[src/rtl/pfx_bitops.sv]
module pfx_bitops #(
  parameter int DW = 8
) (
  input  logic [7:0]    op_code,
  input  logic          acc_rot,
  input  logic [DW-1:0] opnd,
  input  logic [3:0]    flags_in,
  output logic [DW-1:0] result,
  output logic [3:0]    flags_out,
  output logic          wr_en,
  output logic [2:0]    opnd_sel
);
  localparam int HW = DW / 2;

  logic [1:0]    grp;
  logic [2:0]    fn;
  logic [DW-1:0] mask;
  logic          c_in, c_out;
  logic [DW-1:0] sh;

  assign grp      = acc_rot ? 2'b00 : op_code[7:6];
  assign fn       = acc_rot ? {1'b0, op_code[4:3]} : op_code[5:3];
  assign opnd_sel = acc_rot ? 3'd7 : op_code[2:0];
  assign c_in     = flags_in[0];
  assign mask     = {{(DW-1){1'b0}}, 1'b1} << fn;

  always_comb begin
    sh    = opnd;
    c_out = 1'b0;
    case (fn)
      3'd0: begin sh = {opnd[DW-2:0], opnd[DW-1]};  c_out = opnd[DW-1]; end
      3'd1: begin sh = {opnd[0], opnd[DW-1:1]};     c_out = opnd[0];    end
      3'd2: begin sh = {opnd[DW-2:0], c_in};        c_out = opnd[DW-1]; end
      3'd3: begin sh = {c_in, opnd[DW-1:1]};        c_out = opnd[0];    end
      3'd4: begin sh = {opnd[DW-2:0], 1'b0};        c_out = opnd[DW-1]; end
      3'd5: begin sh = {opnd[DW-1], opnd[DW-1:1]};  c_out = opnd[0];    end
      3'd6: begin sh = {opnd[HW-1:0], opnd[DW-1:HW]}; c_out = 1'b0;     end
      default: begin sh = {1'b0, opnd[DW-1:1]};     c_out = opnd[0];    end
    endcase
  end

  always_comb begin
    case (grp)
      2'b00: begin
        result    = sh;
        flags_out = {~acc_rot & (sh == '0), 1'b0, 1'b0, c_out};
        wr_en     = 1'b1;
      end
      2'b01: begin
        result    = opnd;
        flags_out = {~opnd[fn], 1'b0, 1'b1, c_in};
        wr_en     = 1'b0;
      end
      2'b10: begin
        result    = opnd & ~mask;
        flags_out = flags_in;
        wr_en     = 1'b1;
      end
      default: begin
        result    = opnd | mask;
        flags_out = flags_in;
        wr_en     = 1'b1;
      end
    endcase
  end
endmodule


[config.mk]
export PLATFORM = sky130hd
export DESIGN_NAME = pfx_bitops
export DESIGN_NICKNAME = d
export VERILOG_FILES = /design/src/rtl/pfx_bitops.sv
export SDC_FILE = /design/constraint.sdc
export NUM_CORES = 1
export LEC_CHECK = 0
export ABC_AREA = 1
export CAP_MARGIN = 20
export CELL_PAD_IN_SITES_DETAIL_PLACEMENT = 0
export CELL_PAD_IN_SITES_GLOBAL_PLACEMENT = 1
export CORE_MARGIN = 3
export CORE_UTILIZATION = 39
export DETAILED_ROUTE_END_ITERATION = 12
export DONT_BUFFER_PORTS = 1
export PLACE_DENSITY_LB_ADDON = 0.1
export SKIP_LAST_GASP = 1
export SYNTH_ARGS = -nofsm -noshare
export SYNTH_HDL_FRONTEND = slang
export SYNTH_SLANG_ARGS = --single-unit
[constraint.sdc]
create_clock -name vclk -period 1.75
set_input_delay 0.175 -clock vclk [all_inputs]
set_output_delay 0.175 -clock vclk [all_outputs]
set_load 0.02 [all_outputs]
==> impl_summary.txt, run 1 <==
----------------------------------------------------
[Route]
  Remaining DRCs ... 0
  Drt via density ... around 5.9
  Initial DRT Pass Iterations ... 4
  Via count of the routed design ... ~1100
  Starting DRC count in detailed routing ... 41
  Residual antenna-violating net count after detailed routing ... 0
  Average detailed-routed wire length per instance ... between 10 and 15 um
  Routed WL ... 2520 um

[Synthesis]
  Cell area after synthesis ... ~710 um^2
  Cell type contributing the most total cell area after synthesis ... sky130_fd_sc_hd__nand2_1
  Commonest cells in the netlist ... 52 x sky130_fd_sc_hd__nand2_1, 28 x sky130_fd_sc_hd__o21ai_0, 25 x sky130_fd_sc_hd__nand3_1
  Top cells by area, synth ... sky130_fd_sc_hd__nand2_1 28%, sky130_fd_sc_hd__o21ai_0 20%, sky130_fd_sc_hd__nand3_1 18%
  Synth Area in Compound Gates ... 0.231
  Area share of fa/ha/maj cells after synthesis ... 0
  Dominant combinational cell family by area after synthesis ... simple AND/OR/NAND/NOR gates
  Post-Syn Nets ... 181
  Share of the synthesized area in the top cell type ... 0.276
  Fraction of the mapped netlist area in simple logic gates ... 0.641
  Number of instances in the synthesized netlist ... 160
  Xor-xnor portion of the synthesized cell area ... 0
  Count of yosys warnings during synthesis ... 0
  Yosys cell types ... 14
  Share of cell area taken by muxes after synthesis ... 0
  Share of the yosys chip area belonging to registers ... 0
  Synthesized area per cell ... 4.43 um^2
  Cell with the most instances after synthesis ... sky130_fd_sc_hd__nand2_1

[Timing]
  Share of the cycle needed by the critical path after routing ... 0.890
  Final count of hold timing violations ... 0
  Final sum of negative setup slack ... 0 ns
  Maximum frequency from static timing analysis ... 0.642 GHz
  Setup repair after global routing missed its margin ... no
  Slew HR ... 0.690
  # setup viols final ... 0
  Final Max Slew Viols ... 0
  Shortest clock period the worst path allows after layout ... about 1.6 ns
  Worst hold slack ... around 0.47 ns
  Transition time at the pin with the least slew margin ... around 0.46 ns

[Final layout]
  Layout clock buffers ... 0
  Number of inserted diodes ... 0
  Total area of multi-input combinational cells ... 618 um^2
  Fill count ... approximately 200
  Layout Area Growth over Synthesis ... 4.24%
  Total Nets Final ... 183
  Combined flip-flop and latch cell area ... 0 um^2
  Share of final-layout standard cells stronger than drive strength 1 ... 0.0563
  Count of flip-flops and latches ... 0

[Worst setup path]
  Critical path endpoint category ... primary output
  Type of the worst setup path ... input pin to primary output
  Critical Path Source Type ... input pin
  Startpoint of the worst setup timing path ... op_code[3]
  Crit-path max FO ... 12
  Arrival time of the worst setup path ... roughly 1.4 ns
  CP Capture Point ... flags_out[3]
  Worst endpoint required time ... approximately 1.6 ns

[Die]
  Die X-Extent ... 48.6 um
  Number of core rows ... 14
  Vertical die dimension ... between 40 and 50 um
  Initial standard-cell utilization of the core ... 0.439
  IO Count ... 37
  Area of the placeable core ... about 0.0016 mm^2
  Area of the die ... approximately 0.0024 mm^2

[Place]
  Count of buffers inserted at the top-level ports ... 0
  RD Place Congestion ... 0.934
  Half-perimeter wire length after detailed placement ... around 2000 um

[Global routing]
  Overall fraction of global-route tracks in use ... 0.203
  Via count of the first global-routing pass ... around 880
  Initial antenna violation count ... 0
  Overflow left after global routing ... 0
  Global-route wire length before repair ... roughly 4000 um
  Pin count of the biggest net entering global routing ... 13

[CTS]
  Post-CTS Setup Bufs ... 0
  CTS hold repair buffers ... 0
  Total of cells resized after clock tree synthesis ... 0

[Job]
  Max-cap violations ... 0

[Min path]
  Worst Min Path Start ... flags_in[2]
  Worst min path class ... input pin to primary output

[Power and ir drop]
  Power Density ... between 200 and 300 mW/mm^2
  Static power due to leakage ... around 0.4 nW
  Maximum vdd ir drop ... around 0.00013 V

[Run status]
  Outcome ... finished clean

----------------------------------------------------
-- metal layers --
layer / vias to the layer above / wire, um / global-route usage / share of wire
li1: 525 / - / - / -
met1: 469 / 1010 / 0.275 / 0.40
met2: 83 / 1130 / 0.321 / 0.45
met3: 5 / 338 / 0.0491 / 0.13
met4: 0 / 35 / 0.0474 / 0.014
met5: - / 0 / 0 / 0
-- power by group --
group | internal, mW | switching (mW) | total, mW
combinational | 0.0554 | 0.146 | 0.201
clock | 0 | 0 | 0
sequential | 0 | 0 | 0
total | 0.0554 | 0.146 | 0.201
-- final cells by class --
class | instances | area share
inverter | 18 | 0.0915
multi-input combinational | 139 | 0.837
tap | 24 | 0.0407
timing repair buffer | 3 | 0.0305
-- worst max-delay path: stages --
cell	delay [ns]
sky130_fd_sc_hd__inv_1	0.22
sky130_fd_sc_hd__nand2_1	0.14
sky130_fd_sc_hd__nor2_2	0.24
sky130_fd_sc_hd__nand2_1	0.08
sky130_fd_sc_hd__nand3_1	0.11
sky130_fd_sc_hd__nor2_1	0.05
sky130_fd_sc_hd__nand2_1	0.06
sky130_fd_sc_hd__nor2_1	0.06
sky130_fd_sc_hd__nand2_1	0.06
sky130_fd_sc_hd__nand3_1	0.19
-- cell usage in the layout, fill, tap and decap left out, drive strengths merged --
cell | Yosys | final
a21boi | 1 | 1
a21oi | 2 | 2
buf | 3 | 3
inv | 18 | 18
nand2 | 53 | 53
nand3 | 25 | 25
nand4 | 2 | 2
nor2 | 23 | 23
nor3 | 1 | 1
o21ai | 28 | 28
o22ai | 1 | 1
or2 | 3 | 3
-- logic make-up after synthesis --
kind of cell / Yosys count
simple gates: 107
compound gates: 32
buf+inv: 21
-- metrics by stage --
| stage | setup WS, ns | area, um^2 | power [mW] | utilization | instances |
|---|---|---|---|---|---|
| finish | 0.193 | 738 | 0.201 | 0.458 | 184 |
| global route | 0.00962 | 738 | 0.223 | 0.458 | 184 |
| CTS | 0.211 | 738 | 0.200 | 0.458 | 184 |
| detailed placement | 0.216 | 738 | 0.200 | 0.458 | 184 |
| global placement | 0.218 | 738 | 0.203 | 0.458 | 184 |
| floorplan | 0.388 | 708 | 0.172 | - | 160 |
-- worst min-delay path by stage --
stage,slack [ns],endpoint,depth (start not counted)
2_1_floorplan,0.47,flags_out[2],2
3_3_place_gp,0.47,flags_out[2],2
3_5_place_dp,0.48,flags_out[2],2
4_1_cts,0.48,flags_out[2],2
5_1_grt,0.49,flags_out[2],2
6_report,0.47,flags_out[2],2
No activity file was read; power rests on OpenSTA's default activity.
==> inputs of run 2 (changes only) <==
--- a/config.mk
+++ b/config.mk
@@ -5,12 +5,11 @@
 export SDC_FILE = /design/constraint.sdc
 export NUM_CORES = 1
 export LEC_CHECK = 0
-export ABC_AREA = 1
 export CAP_MARGIN = 20
 export CELL_PAD_IN_SITES_DETAIL_PLACEMENT = 0
 export CELL_PAD_IN_SITES_GLOBAL_PLACEMENT = 1
 export CORE_MARGIN = 3
-export CORE_UTILIZATION = 39
+export CORE_UTILIZATION = 40
 export DETAILED_ROUTE_END_ITERATION = 12
 export DONT_BUFFER_PORTS = 1
 export PLACE_DENSITY_LB_ADDON = 0.1
==> impl_summary.txt, run 2 <==
----------------------------------------------------
[Route]
  Initial DRT Pass Iterations ... 4 (unchanged)
  Met3 routed wirelength ... 241 um (-29%)
  WL met2 ... 1210 um (+7.1%)
  Residual antenna-violating net count after detailed routing ... 0 (unchanged)
  Via count of the routed design ... 915 (-15%)
  Detailed-route wire length on metal 1 ... 1140 um (+13%)
  Drt via density ... 6.54 (+11%)
  Topmost layer with routed signal wires ... met3
  Average detailed-routed wire length per instance ... 18.5 um (+36%)
  Routed WL ... 2590 um (+3.1%)
  Remaining DRCs ... 0 (unchanged)
  Starting DRC count in detailed routing ... 46 (+12%)

[Die]
  Vertical die dimension ... 49.8 um (+2.4%)
  IO Count ... 37 (unchanged)
  Area of the placeable core ... 0.00176 mm^2 (+9.5%)
  Number of core rows ... 15 (+1)
  Initial standard-cell utilization of the core ... 0.434 (-0.00540)
  Die X-Extent ... 49.8 um (+2.4%)
  Area of the die ... 0.00248 mm^2 (+4.8%)

[Timing]
  Slew HR ... 0.569 (-0.122)
  Share of the cycle needed by the critical path after routing ... 0.948 (+0.0587)
  Shortest clock period the worst path allows after layout ... 1.66 ns (+0.103 ns)
  # setup viols final ... 0 (unchanged)
  Final count of hold timing violations ... 0 (unchanged)
  Final Max Slew Viols ... 0 (unchanged)
  Final sum of negative setup slack ... 0 ns (unchanged)
  Setup repair after global routing missed its margin ... no
  Transition time at the pin with the least slew margin ... 0.640 ns (+0.177 ns)
  Maximum frequency from static timing analysis ... 0.603 GHz (-6.2%)

[Global routing]
  Overflow left after global routing ... 0 (unchanged)
  Pin count of the biggest net entering global routing ... 20 (+7)
  Overall fraction of global-route tracks in use ... 0.202 (-0.00130)
  Initial antenna violation count ... 0 (unchanged)
  Via count of the first global-routing pass ... 799 (-9.4%)
  Global-route wire length before repair ... 4130 um (+1.5%)

[Min path]
  Worst min path class ... input pin to primary output

[Place]
  Half-perimeter wire length after detailed placement ... 1860 um (-9.7%)
  Count of buffers inserted at the top-level ports ... 0 (unchanged)
  RD Place Congestion ... 0.902 (-3.4%)

[Final layout]
  Combined flip-flop and latch cell area ... 0 um^2 (unchanged)
  Share of final-layout standard cells stronger than drive strength 1 ... 0.261 (+0.205)
  Number of inserted diodes ... 0 (unchanged)
  Leading cell type in the layout, fill and taps excluded ... sky130_fd_sc_hd__nand2_1
  Layout Area Growth over Synthesis ... 8.50%
  Top library cells by usage in the layout, fill and taps aside ... 17 x sky130_fd_sc_hd__nand2_1, 13 x sky130_fd_sc_hd__nor2_1, 12 x sky130_fd_sc_hd__a21oi_1
  Layout clock buffers ... 0 (unchanged)
  Total Nets Final ... 138 (-25%)
  Count of flip-flops and latches ... 0 (unchanged)

[Synthesis]
  Number of instances in the synthesized netlist ... 118 (-26%)
  Cell type contributing the most total cell area after synthesis ... sky130_fd_sc_hd__nand2_1
  Post-Syn Nets ... 139 (-23%)
  Yosys cell types ... 44 (+30)
  Share of the synthesized area in the top cell type ... 0.0833 (-0.192)
  Top cells by area, synth ... sky130_fd_sc_hd__nand2_1 8.3%, sky130_fd_sc_hd__a21oi_1 7.8%, sky130_fd_sc_hd__a31o_2 6.9%
  Cell with the most instances after synthesis ... sky130_fd_sc_hd__nand2_1
  Share of the yosys chip area belonging to registers ... 0 (unchanged)
  Cell area after synthesis ... 766 um^2 (+8.1%)
  Commonest cells in the netlist ... 17 x sky130_fd_sc_hd__nand2_1, 13 x sky130_fd_sc_hd__nor2_1, 12 x sky130_fd_sc_hd__a21oi_1
  Count of yosys warnings during synthesis ... 0 (unchanged)
  Synthesized area per cell ... 6.49 um^2 (+47%)

[Worst setup path]
  Gate family responsible for the most delay along the worst path ... compound AO/OA/AOI/OAI gates
  Largest incremental delay on the critical path ... 0.45 ns (+0.21 ns)
  CP Cell Sequence ... mux2i_1 -> nor3_2 -> or4_1 -> a2111oi_4 -> a221o_1
  Buffers plus inverters on the worst setup path ... 0 (-1)
  Critical Path Source Type ... input pin
  Critical path endpoint category ... primary output
  Slowest cell on the critical path ... sky130_fd_sc_hd__or4_1
  Worst endpoint required time ... 1.57 ns (about the same)
  Type of the worst setup path ... input pin to primary output
  Crit-path max FO ... 17 (+5)
  Arrival time of the worst setup path ... 1.48 ns (+0.10 ns)

[Power and ir drop]
  Maximum vdd ir drop ... 0.000102 V (-22%)
  Static power due to leakage ... 0.320 nW (-21%)
  Power Density ... 268 mW/mm^2 (-1.8%)
  Pwr Total ... 222 uW (+10%)

[CTS]
  Post-CTS Setup Bufs ... 0 (unchanged)
  CTS hold repair buffers ... 0 (unchanged)
  Total of cells resized after clock tree synthesis ... 0 (unchanged)

[Run status]
  Outcome ... finished clean

[Job]
  Max-cap violations ... 0 (unchanged)

----------------------------------------------------
==> run 2: final cells by class <==
type               count  area, um^2
fillers              203         933
inverters              4        18.8
multi-input cells    100         698
well taps             25        31.3
repair buffers        11        82.6
==> run 2: logic make-up after synthesis <==
logic type             count (synthesis)  share of synthesized area
AND/OR/NAND/NOR                       50                      0.340
buffers and inverters                 18                      0.119
multiplexers                           6                      0.118
AO/OA/AOI/OAI                         44                      0.423
==> run 2: worst paths after layout <==
| check | startpoint | to | slack [ns] | cells past startpoint |
|---|---|---|---|---|
| max | op_code[4] | flags_out[3] | 0.09 | 5 |
| min | acc_rot | result[3] | 0.49 | 1 |
==> run 2: stage by stage <==
step	utilization	cells	instance area (um^2)	worst slack [ns]	hold WS, ns
floorplan	-	118	773	0.000567	0.490
global placement	0.458	140	808	0.103	0.486
detailed placement	0.458	140	808	0.0823	0.486
CTS	0.458	140	808	0.0803	0.486
global route	0.471	140	831	0.0114	0.495
finish	0.471	140	831	0.0904	0.486
==> run 2: layer usage <==
| metal | GRT usage | up-vias |
|---|---|---|
| met5 | 0 | - |
| met4 | 0.0184 | 0 |
| met3 | 0.0211 | 0 |
| met2 | 0.328 | 47 |
| met1 | 0.294 | 422 |
| li1 | - | 446 |
==> run 2: where the power goes <==
part	switching [mW]	leakage [nW]	total [mW]	internal, mW
logic	0.121	0.320	0.222	0.101
registers	0	0	0	0
clock network	0	0	0	0
total	0.121	0.320	0.222	0.101
